`src/rtl/rsmp_pkg.sv`:
```
package rsmp_pkg;
  // Prototype low-pass coefficient: a symmetric parabola over len taps.
  function automatic int proto_coef(input int idx, input int len, input int scale);
    return (idx + 1) * (len - idx) * scale;
  endfunction
endpackage

```
`src/rtl/rsmp_fifo.sv`:
```
module rsmp_fifo #(
  parameter int DW    = 16,
  parameter int DEPTH = 4,
  localparam int AW   = (DEPTH > 1) ? $clog2(DEPTH) : 1,
  localparam int CNTW = $clog2(DEPTH + 1)
) (
  input  logic          clk,
  input  logic          rst,
  input  logic          push,
  input  logic [DW-1:0] push_data,
  input  logic          pop,
  output logic [DW-1:0] head,
  output logic [CNTW-1:0] level,
  output logic          full,
  output logic          empty
);
  localparam logic [AW-1:0]   LAST = AW'(DEPTH - 1);
  localparam logic [CNTW-1:0] CAP  = CNTW'(DEPTH);

  logic [DW-1:0] store [DEPTH];
  logic [AW-1:0] wr_ptr, rd_ptr;

  assign full  = (level == CAP);
  assign empty = (level == '0);
  assign head  = store[rd_ptr];

  always_ff @(posedge clk) begin
    if (push) store[wr_ptr] <= push_data;
  end

  always_ff @(posedge clk) begin
    if (rst) begin
      wr_ptr <= '0;
      rd_ptr <= '0;
      level  <= '0;
    end else begin
      if (push) wr_ptr <= (wr_ptr == LAST) ? '0 : wr_ptr + 1'b1;
      if (pop)  rd_ptr <= (rd_ptr == LAST) ? '0 : rd_ptr + 1'b1;
      case ({push, pop})
        2'b10:   level <= level + 1'b1;
        2'b01:   level <= level - 1'b1;
        default: level <= level;
      endcase
    end
  end
endmodule

```
`src/rtl/rsmp_ctrl.sv`:
```
module rsmp_ctrl #(
  parameter int L  = 5,
  parameter int M  = 4,
  localparam int PW = $clog2(L),
  localparam int SW = $clog2(L + M)
) (
  input  logic          clk,
  input  logic          rst,
  input  logic          have_data,
  output logic          fire,
  output logic          take,
  output logic          need,
  output logic [PW-1:0] phase
);
  logic [SW-1:0] stepped;
  logic          wrap;

  assign stepped = SW'(phase) + SW'(M);
  assign wrap    = (stepped >= SW'(L));
  assign fire    = !need || have_data;
  assign take    = fire && need;

  always_ff @(posedge clk) begin
    if (rst) begin
      phase <= '0;
      need  <= 1'b1;
    end else if (fire) begin
      need  <= wrap;
      phase <= wrap ? PW'(stepped - SW'(L)) : PW'(stepped);
    end
  end
endmodule

```
`src/rtl/rsmp_mac.sv`:
```
module rsmp_mac #(
  parameter int DW    = 16,
  parameter int OW    = 16,
  parameter int CW    = 16,
  parameter int NTAP  = 4,
  parameter int L     = 5,
  parameter int SCALE = 64,
  parameter int SHIFT = 14,
  localparam int PW   = $clog2(L),
  localparam int PRW  = DW + CW,
  localparam int ACCW = DW + CW + $clog2(NTAP) + 1
) (
  input  logic                 clk,
  input  logic                 rst,
  input  logic                 fire,
  input  logic                 take,
  input  logic signed [DW-1:0] fresh,
  input  logic [PW-1:0]        phase,
  output logic                 out_valid,
  output logic signed [OW-1:0] out_data
);
  localparam logic signed [ACCW-1:0] HALF = ACCW'(longint'(1) <<< (SHIFT - 1));
  localparam logic signed [ACCW-1:0] OMAX = ACCW'((longint'(1) <<< (OW - 1)) - 1);
  localparam logic signed [ACCW-1:0] OMIN = ACCW'(-(longint'(1) <<< (OW - 1)));

  logic signed [CW-1:0]  coef_tab [L][NTAP];
  logic signed [DW-1:0]  hist [NTAP];
  logic signed [DW-1:0]  tap  [NTAP];
  logic signed [PRW-1:0] prod [NTAP];
  logic signed [ACCW-1:0] acc, rounded, scaled, clipped;

  for (genvar p = 0; p < L; p++) begin : g_ph
    for (genvar k = 0; k < NTAP; k++) begin : g_tp
      localparam int CV = rsmp_pkg::proto_coef(k * L + p, L * NTAP, SCALE);
      assign coef_tab[p][k] = CW'(CV);
    end
  end

  for (genvar k = 0; k < NTAP; k++) begin : g_tap
    if (k == 0) begin : g_head
      assign tap[k] = take ? fresh : hist[k];
    end else begin : g_rest
      assign tap[k] = take ? hist[k-1] : hist[k];
    end
    assign prod[k] = PRW'(tap[k]) * PRW'(coef_tab[phase][k]);
  end

  always_comb begin
    acc = '0;
    for (int k = 0; k < NTAP; k++) acc = acc + ACCW'(prod[k]);
    rounded = acc + HALF;
    scaled  = rounded >>> SHIFT;
    if (scaled > OMAX)      clipped = OMAX;
    else if (scaled < OMIN) clipped = OMIN;
    else                    clipped = scaled;
  end

  always_ff @(posedge clk) begin
    if (rst) begin
      out_valid <= 1'b0;
      out_data  <= '0;
      for (int k = 0; k < NTAP; k++) hist[k] <= '0;
    end else begin
      out_valid <= fire;
      if (fire) begin
        out_data <= OW'(clipped);
        for (int k = 0; k < NTAP; k++) hist[k] <= tap[k];
      end
    end
  end
endmodule

```
`src/rtl/rsmp_resampler.sv`:
```
module rsmp_resampler #(
  parameter int DW    = 16,
  parameter int OW    = 16,
  parameter int CW    = 16,
  parameter int NTAP  = 4,
  parameter int L     = 5,
  parameter int M     = 4,
  parameter int DEPTH = 4,
  parameter int SCALE = 64,
  parameter int SHIFT = 14
) (
  input  logic          clk,
  input  logic          rst,
  input  logic          in_valid,
  output logic          in_ready,
  input  logic [DW-1:0] in_data,
  output logic          out_valid,
  output logic [OW-1:0] out_data
);
  localparam int CNTW = $clog2(DEPTH + 1);
  localparam int PW   = $clog2(L);

  logic [CNTW-1:0] fifo_cnt;
  logic [DW-1:0]   head;
  logic            full, empty;
  logic            fire, take, need;
  logic [PW-1:0]   phase;

  assign in_ready = !full;

  rsmp_fifo #(.DW(DW), .DEPTH(DEPTH)) u_fifo (
    .clk(clk), .rst(rst),
    .push(in_valid && in_ready), .push_data(in_data),
    .pop(take), .head(head),
    .level(fifo_cnt), .full(full), .empty(empty)
  );

  rsmp_ctrl #(.L(L), .M(M)) u_ctrl (
    .clk(clk), .rst(rst), .have_data(!empty),
    .fire(fire), .take(take), .need(need), .phase(phase)
  );

  rsmp_mac #(
    .DW(DW), .OW(OW), .CW(CW), .NTAP(NTAP), .L(L),
    .SCALE(SCALE), .SHIFT(SHIFT)
  ) u_mac (
    .clk(clk), .rst(rst), .fire(fire), .take(take),
    .fresh(head), .phase(phase),
    .out_valid(out_valid), .out_data(out_data)
  );
endmodule

```
`config.mk`:
```
export PLATFORM = sky130hd
export DESIGN_NAME = rsmp_resampler
export DESIGN_NICKNAME = d
export VERILOG_FILES = /design/src/rtl/rsmp_pkg.sv /design/src/rtl/rsmp_fifo.sv /design/src/rtl/rsmp_ctrl.sv /design/src/rtl/rsmp_mac.sv /design/src/rtl/rsmp_resampler.sv
export SDC_FILE = /design/constraint.sdc
export NUM_CORES = 1
export LEC_CHECK = 0
export BUFFER_PORTS_ARGS = -buffer_cell sky130_fd_sc_hd__buf_2
export CAP_MARGIN = 25
export CORE_MARGIN = 3
export CORE_UTILIZATION = 70
export DETAILED_ROUTE_END_ITERATION = 8
export PLACE_DENSITY = 0.91
export REMOVE_ABC_BUFFERS = 1
export SLEW_MARGIN = 10
export SYNTH_ARGS = -nofsm -noshare
export SYNTH_HDL_FRONTEND = slang
export SYNTH_SLANG_ARGS = --single-unit
```
`constraint.sdc`:
```
create_clock -name clk -period 21.9 [get_ports clk]
set_input_delay 4.38 -clock clk [delete_from_list [all_inputs] [get_ports clk]]
set_output_delay 4.38 -clock clk [all_outputs]
set_load 0.01 [all_outputs]
```
==> metrics.log <==
INFO  metric drt-pass1-iter-count = 9
INFO  metric syn_area_per_cell = 9.85 sq um
INFO  metric globalplace.congestion = 0.970
INFO  metric cts.path.max_buffers = 2
INFO  metric regToRegSetupSlack = between 8 and 9 ns
INFO  metric reg2reg_to = u_mac.out_data[2]$_SDFFE_PP0P_
INFO  metric ys_ff_latch = 158
INFO  metric regArea = 0.00444 sq mm
INFO  metric min_period = 13.49 ns
INFO  metric reg2reg_from = u_fifo.level[2]$_SDFFE_PP0P_
INFO  metric worst_hold_path_type = flip-flop to flip-flop
INFO  metric ys_types = 55
INFO  metric grt_overflow_total = 0
INFO  metric post_synth_fa_ha_maj_area_fraction = 0.486
INFO  metric worst_path_most_repeated_cell = fa_1
INFO  metric mostFrequentLayoutCell = inv_1
INFO  metric transition_time_at_the_pin_with_the_least_slew_margin = 1.19 ns
INFO  metric via_count_of_the_first_global_routing_pass = around 18,000
INFO  metric relative_slew_slack = 0.205
INFO  metric antenna_violating_nets_post_route = 0
INFO  metric areaGrowthSynthToFinish = 5.45%
INFO  metric initial_core_util = 0.715
INFO  metric biggest_cell_delay_along_the_critical_path = 0.95 ns
INFO  metric multi_input_area = 0.0161 sq mm
INFO  metric cts-buffers-inserted = 17
INFO  metric first_pass_grt_wire_length = 93.4 mm
INFO  metric synth_compound_area_frac = 0.0462
INFO  metric synthesis.yosys.warnings = 0
INFO  metric cts.sink_count = 158
INFO  metric timing.setup.critical_path_class = flip-flop to flip-flop
INFO  metric dp.final_hpwl = 45.4 mm
INFO  metric critPathSlowestCell = a2111oi_0
INFO  metric hold_depth = 2
INFO  metric fmax = 74.1 MHz
INFO  metric drc_errors = 0
INFO  metric setup_viol = 0
INFO  metric ys_dominant_reg_cell = edfxtp_1
INFO  metric antenna_found_initial = 1
INFO  metric grt_max_degree = 67
INFO  metric startpoint_type = flip-flop
INFO  metric route.detailed.vias_per_inst = 5.99
INFO  metric detail_route.wirelength = 57.8 mm
INFO  metric timing.final.crit_share = 0.616
INFO  metric max_cap_violations = 0
INFO  metric latest_clock_arrival_within_the_worst_skew_pair = 0.47 ns
INFO  metric postCtsSetupBuffers = 0
INFO  metric port_buffers = 36
INFO  metric crit_required = 22.27 ns
INFO  metric dominant_combinational_cell_family_by_area_after_synthesis = adder cells
INFO  metric synth.cell_area = 0.0227 sq mm
INFO  metric num_io_pins = 37
INFO  metric finalHoldViolations = 0
INFO  metric synth_mux_area_frac = 0.0450
INFO  metric vias = 16,600
INFO  metric final_net_count = between 3,000 and 4,000
INFO  metric rsz_0062_raised_after_global_routing = false
INFO  metric sort_of_element_at_the_end_of_the_critical_path = flip-flop
INFO  metric cts.htree.levels = 4
INFO  metric yosys.area_share.xor_xnor = 0.0200
INFO  metric final.fill_count = around 1,900
INFO  metric synth.yosys.seq_area_share = 0.195
INFO  metric dieWidth = 186 um
INFO  metric master_cell_of_the_clock_root_buffer = clkbuf_16
INFO  metric worst_r2r_path_depth = 39
INFO  metric wire_per_inst = 20.9 um
INFO  metric cp.arrival = 13.86 ns
INFO  metric critical_path.max_fanout = 58
INFO  metric clock_skew = approximately 0.019 ns
INFO  metric min-delay-start = u_mac.out_data[8]$_SDFFE_PP0P_
INFO  metric synth_edf_count = 128
INFO  metric grt_usage = 0.354
INFO  metric synthArstFlopShare = 0
INFO  metric core = 0.0318 sq mm
INFO  metric tritoncts = yes
INFO  metric final_layout_size_suffix_gt1_frac = 0.0549
INFO  metric die_area = between 0.03 and 0.04 sq mm
INFO  metric yosys.area_share.simple = 0.109
INFO  metric postCtsResizedCells = 0
INFO  metric hold_path_end = u_mac.out_data[8]$_SDFFE_PP0P_
INFO  metric drv_slew = 0
INFO  metric final_cell_mix = inv_1 (530), fa_1 (340), ha_1 (340)
INFO  metric dieHeight = 186 um
INFO  metric hold_buffers = 0
INFO  metric accumulated_negative_setup_slack = 0 ns
INFO  metric detail_route.iter0.violations = about 1,800
INFO  metric outcome = complete, no violations
INFO  metric worst_setup_hold_path_clk_slew = 0.09 ns
INFO  metric rows = 65
INFO  metric whs = around 0.45 ns
INFO  metric netlist_instances = 2,309
Yosys cell counts, types with 3 or more instances:
cell type | count | area share
a211oi_1 | 9 | 0.0030
a21o_1 | 19 | 0.0063
a21oi_1 | 57 | 0.013
a311oi_1 | 3 | 0.0012
a31oi_1 | 4 | 0.0011
and2_1 | 20 | 0.0055
and3_1 | 11 | 0.0030
and4_1 | 3 | 0.0012
buf_1 | 6 | 0.00099
clkbuf_1 | 55 | 0.0091
dfxtp_1 | 30 | 0.026
edfxtp_1 | 128 | 0.17
fa_1 | 340 | 0.30
ha_1 | 340 | 0.19
inv_1 | 531 | 0.088
mux2i_1 | 65 | 0.029
mux4_2 | 16 | 0.016
nand2_1 | 134 | 0.022
nand2b_1 | 18 | 0.0050
nand3_1 | 12 | 0.0026
nand4_1 | 4 | 0.0011
nor2_1 | 312 | 0.052
nor2b_1 | 12 | 0.0033
nor3_1 | 20 | 0.0044
o211ai_1 | 5 | 0.0017
o21a_1 | 7 | 0.0023
o21ai_0 | 23 | 0.0051
o21ai_1 | 11 | 0.0024
o21bai_1 | 4 | 0.0013
o31ai_1 | 6 | 0.0020
or2_2 | 22 | 0.0061
or3_1 | 6 | 0.0017
xnor2_1 | 33 | 0.013
xor2_1 | 19 | 0.0073
per-layer routing:
layer | up-vias | wire length [um] | GRT usage
li1 | 7290 | - | -
met1 | 8098 | 20600 | 0.434
met2 | 933 | 28100 | 0.588
met3 | 271 | 5210 | 0.0722
met4 | 0 | 3850 | 0.206
met5 | - | 0 | 0
through the flow:
step	setup WS [ns]	cell area, sq um	std cells	util
final	8.41	24000	2768	0.754
after global routing	7.90	24000	2768	0.754
after CTS	8.71	24000	2765	0.753
after detailed placement	8.89	23300	2733	0.734
after global placement	9.55	23300	2733	0.734
after floorplan	8.52	22500	2248	-
how the worst max path moves through the flow:
stage	from	end	cells after the start
6_report	u_fifo.level[2]$_SDFFE_PP0P_	u_mac.out_data[2]$_SDFFE_PP0P_	39
5_1_grt	u_fifo.level[2]$_SDFFE_PP0P_	u_mac.out_data[2]$_SDFFE_PP0P_	39
4_1_cts	u_fifo.level[2]$_SDFFE_PP0P_	u_mac.out_data[2]$_SDFFE_PP0P_	39
3_5_place_dp	u_fifo.level[2]$_SDFFE_PP0P_	u_mac.out_data[2]$_SDFFE_PP0P_	38
3_3_place_gp	u_fifo.level[2]$_SDFFE_PP0P_	u_mac.out_data[2]$_SDFFE_PP0P_	39
2_1_floorplan	u_fifo.level[2]$_SDFFE_PP0P_	u_mac.out_data[0]$_SDFFE_PP0P_	39
critical path: cells and delay by family, from the launching register on:
family	cells	cell delay, ns
AND/OR/NAND/NOR	9	2.07
flip-flops	1	0.38
buffers and inverters	5	1.52
XOR/XNOR	2	0.84
AO/OA/AOI/OAI	10	3.21
adder cells (fa/ha/maj)	13	5.30
flip-flops by register name (all words and copies together), names as in the netlist, named ones only:
register and count:
u_fifo.rd_ptr 2, u_fifo.store 64, u_fifo.wr_ptr 2, u_fifo.level 3, u_mac.out_valid 1, u_ctrl.phase 3
u_ctrl.need 1, u_mac.hist 64, u_mac.out_data 16
area by class of cell:
type	instances	area share
Antenna cell	1	0.000104
Sequential cell	158	0.185
Tap cell	435	0.0227
Timing Repair Buffer	52	0.0125
Inverter	532	0.0833
Clock buffer	17	0.0177
Multi-Input combinational cell	1558	0.670
Clock inverter	15	0.00783
kinds of logic after synthesis:
kind of cell               Yosys count
buffers and inverters              593
AOI/OAI and AO/OA                  165
xor gates and xnor gates            52
adders and majority gates          680
DFF                                158
muxes                               82
and+or+nand+nor                    579
Power is not shown: default switching activity piles up to over one toggle a cycle in this logic, so the estimate is an artifact.
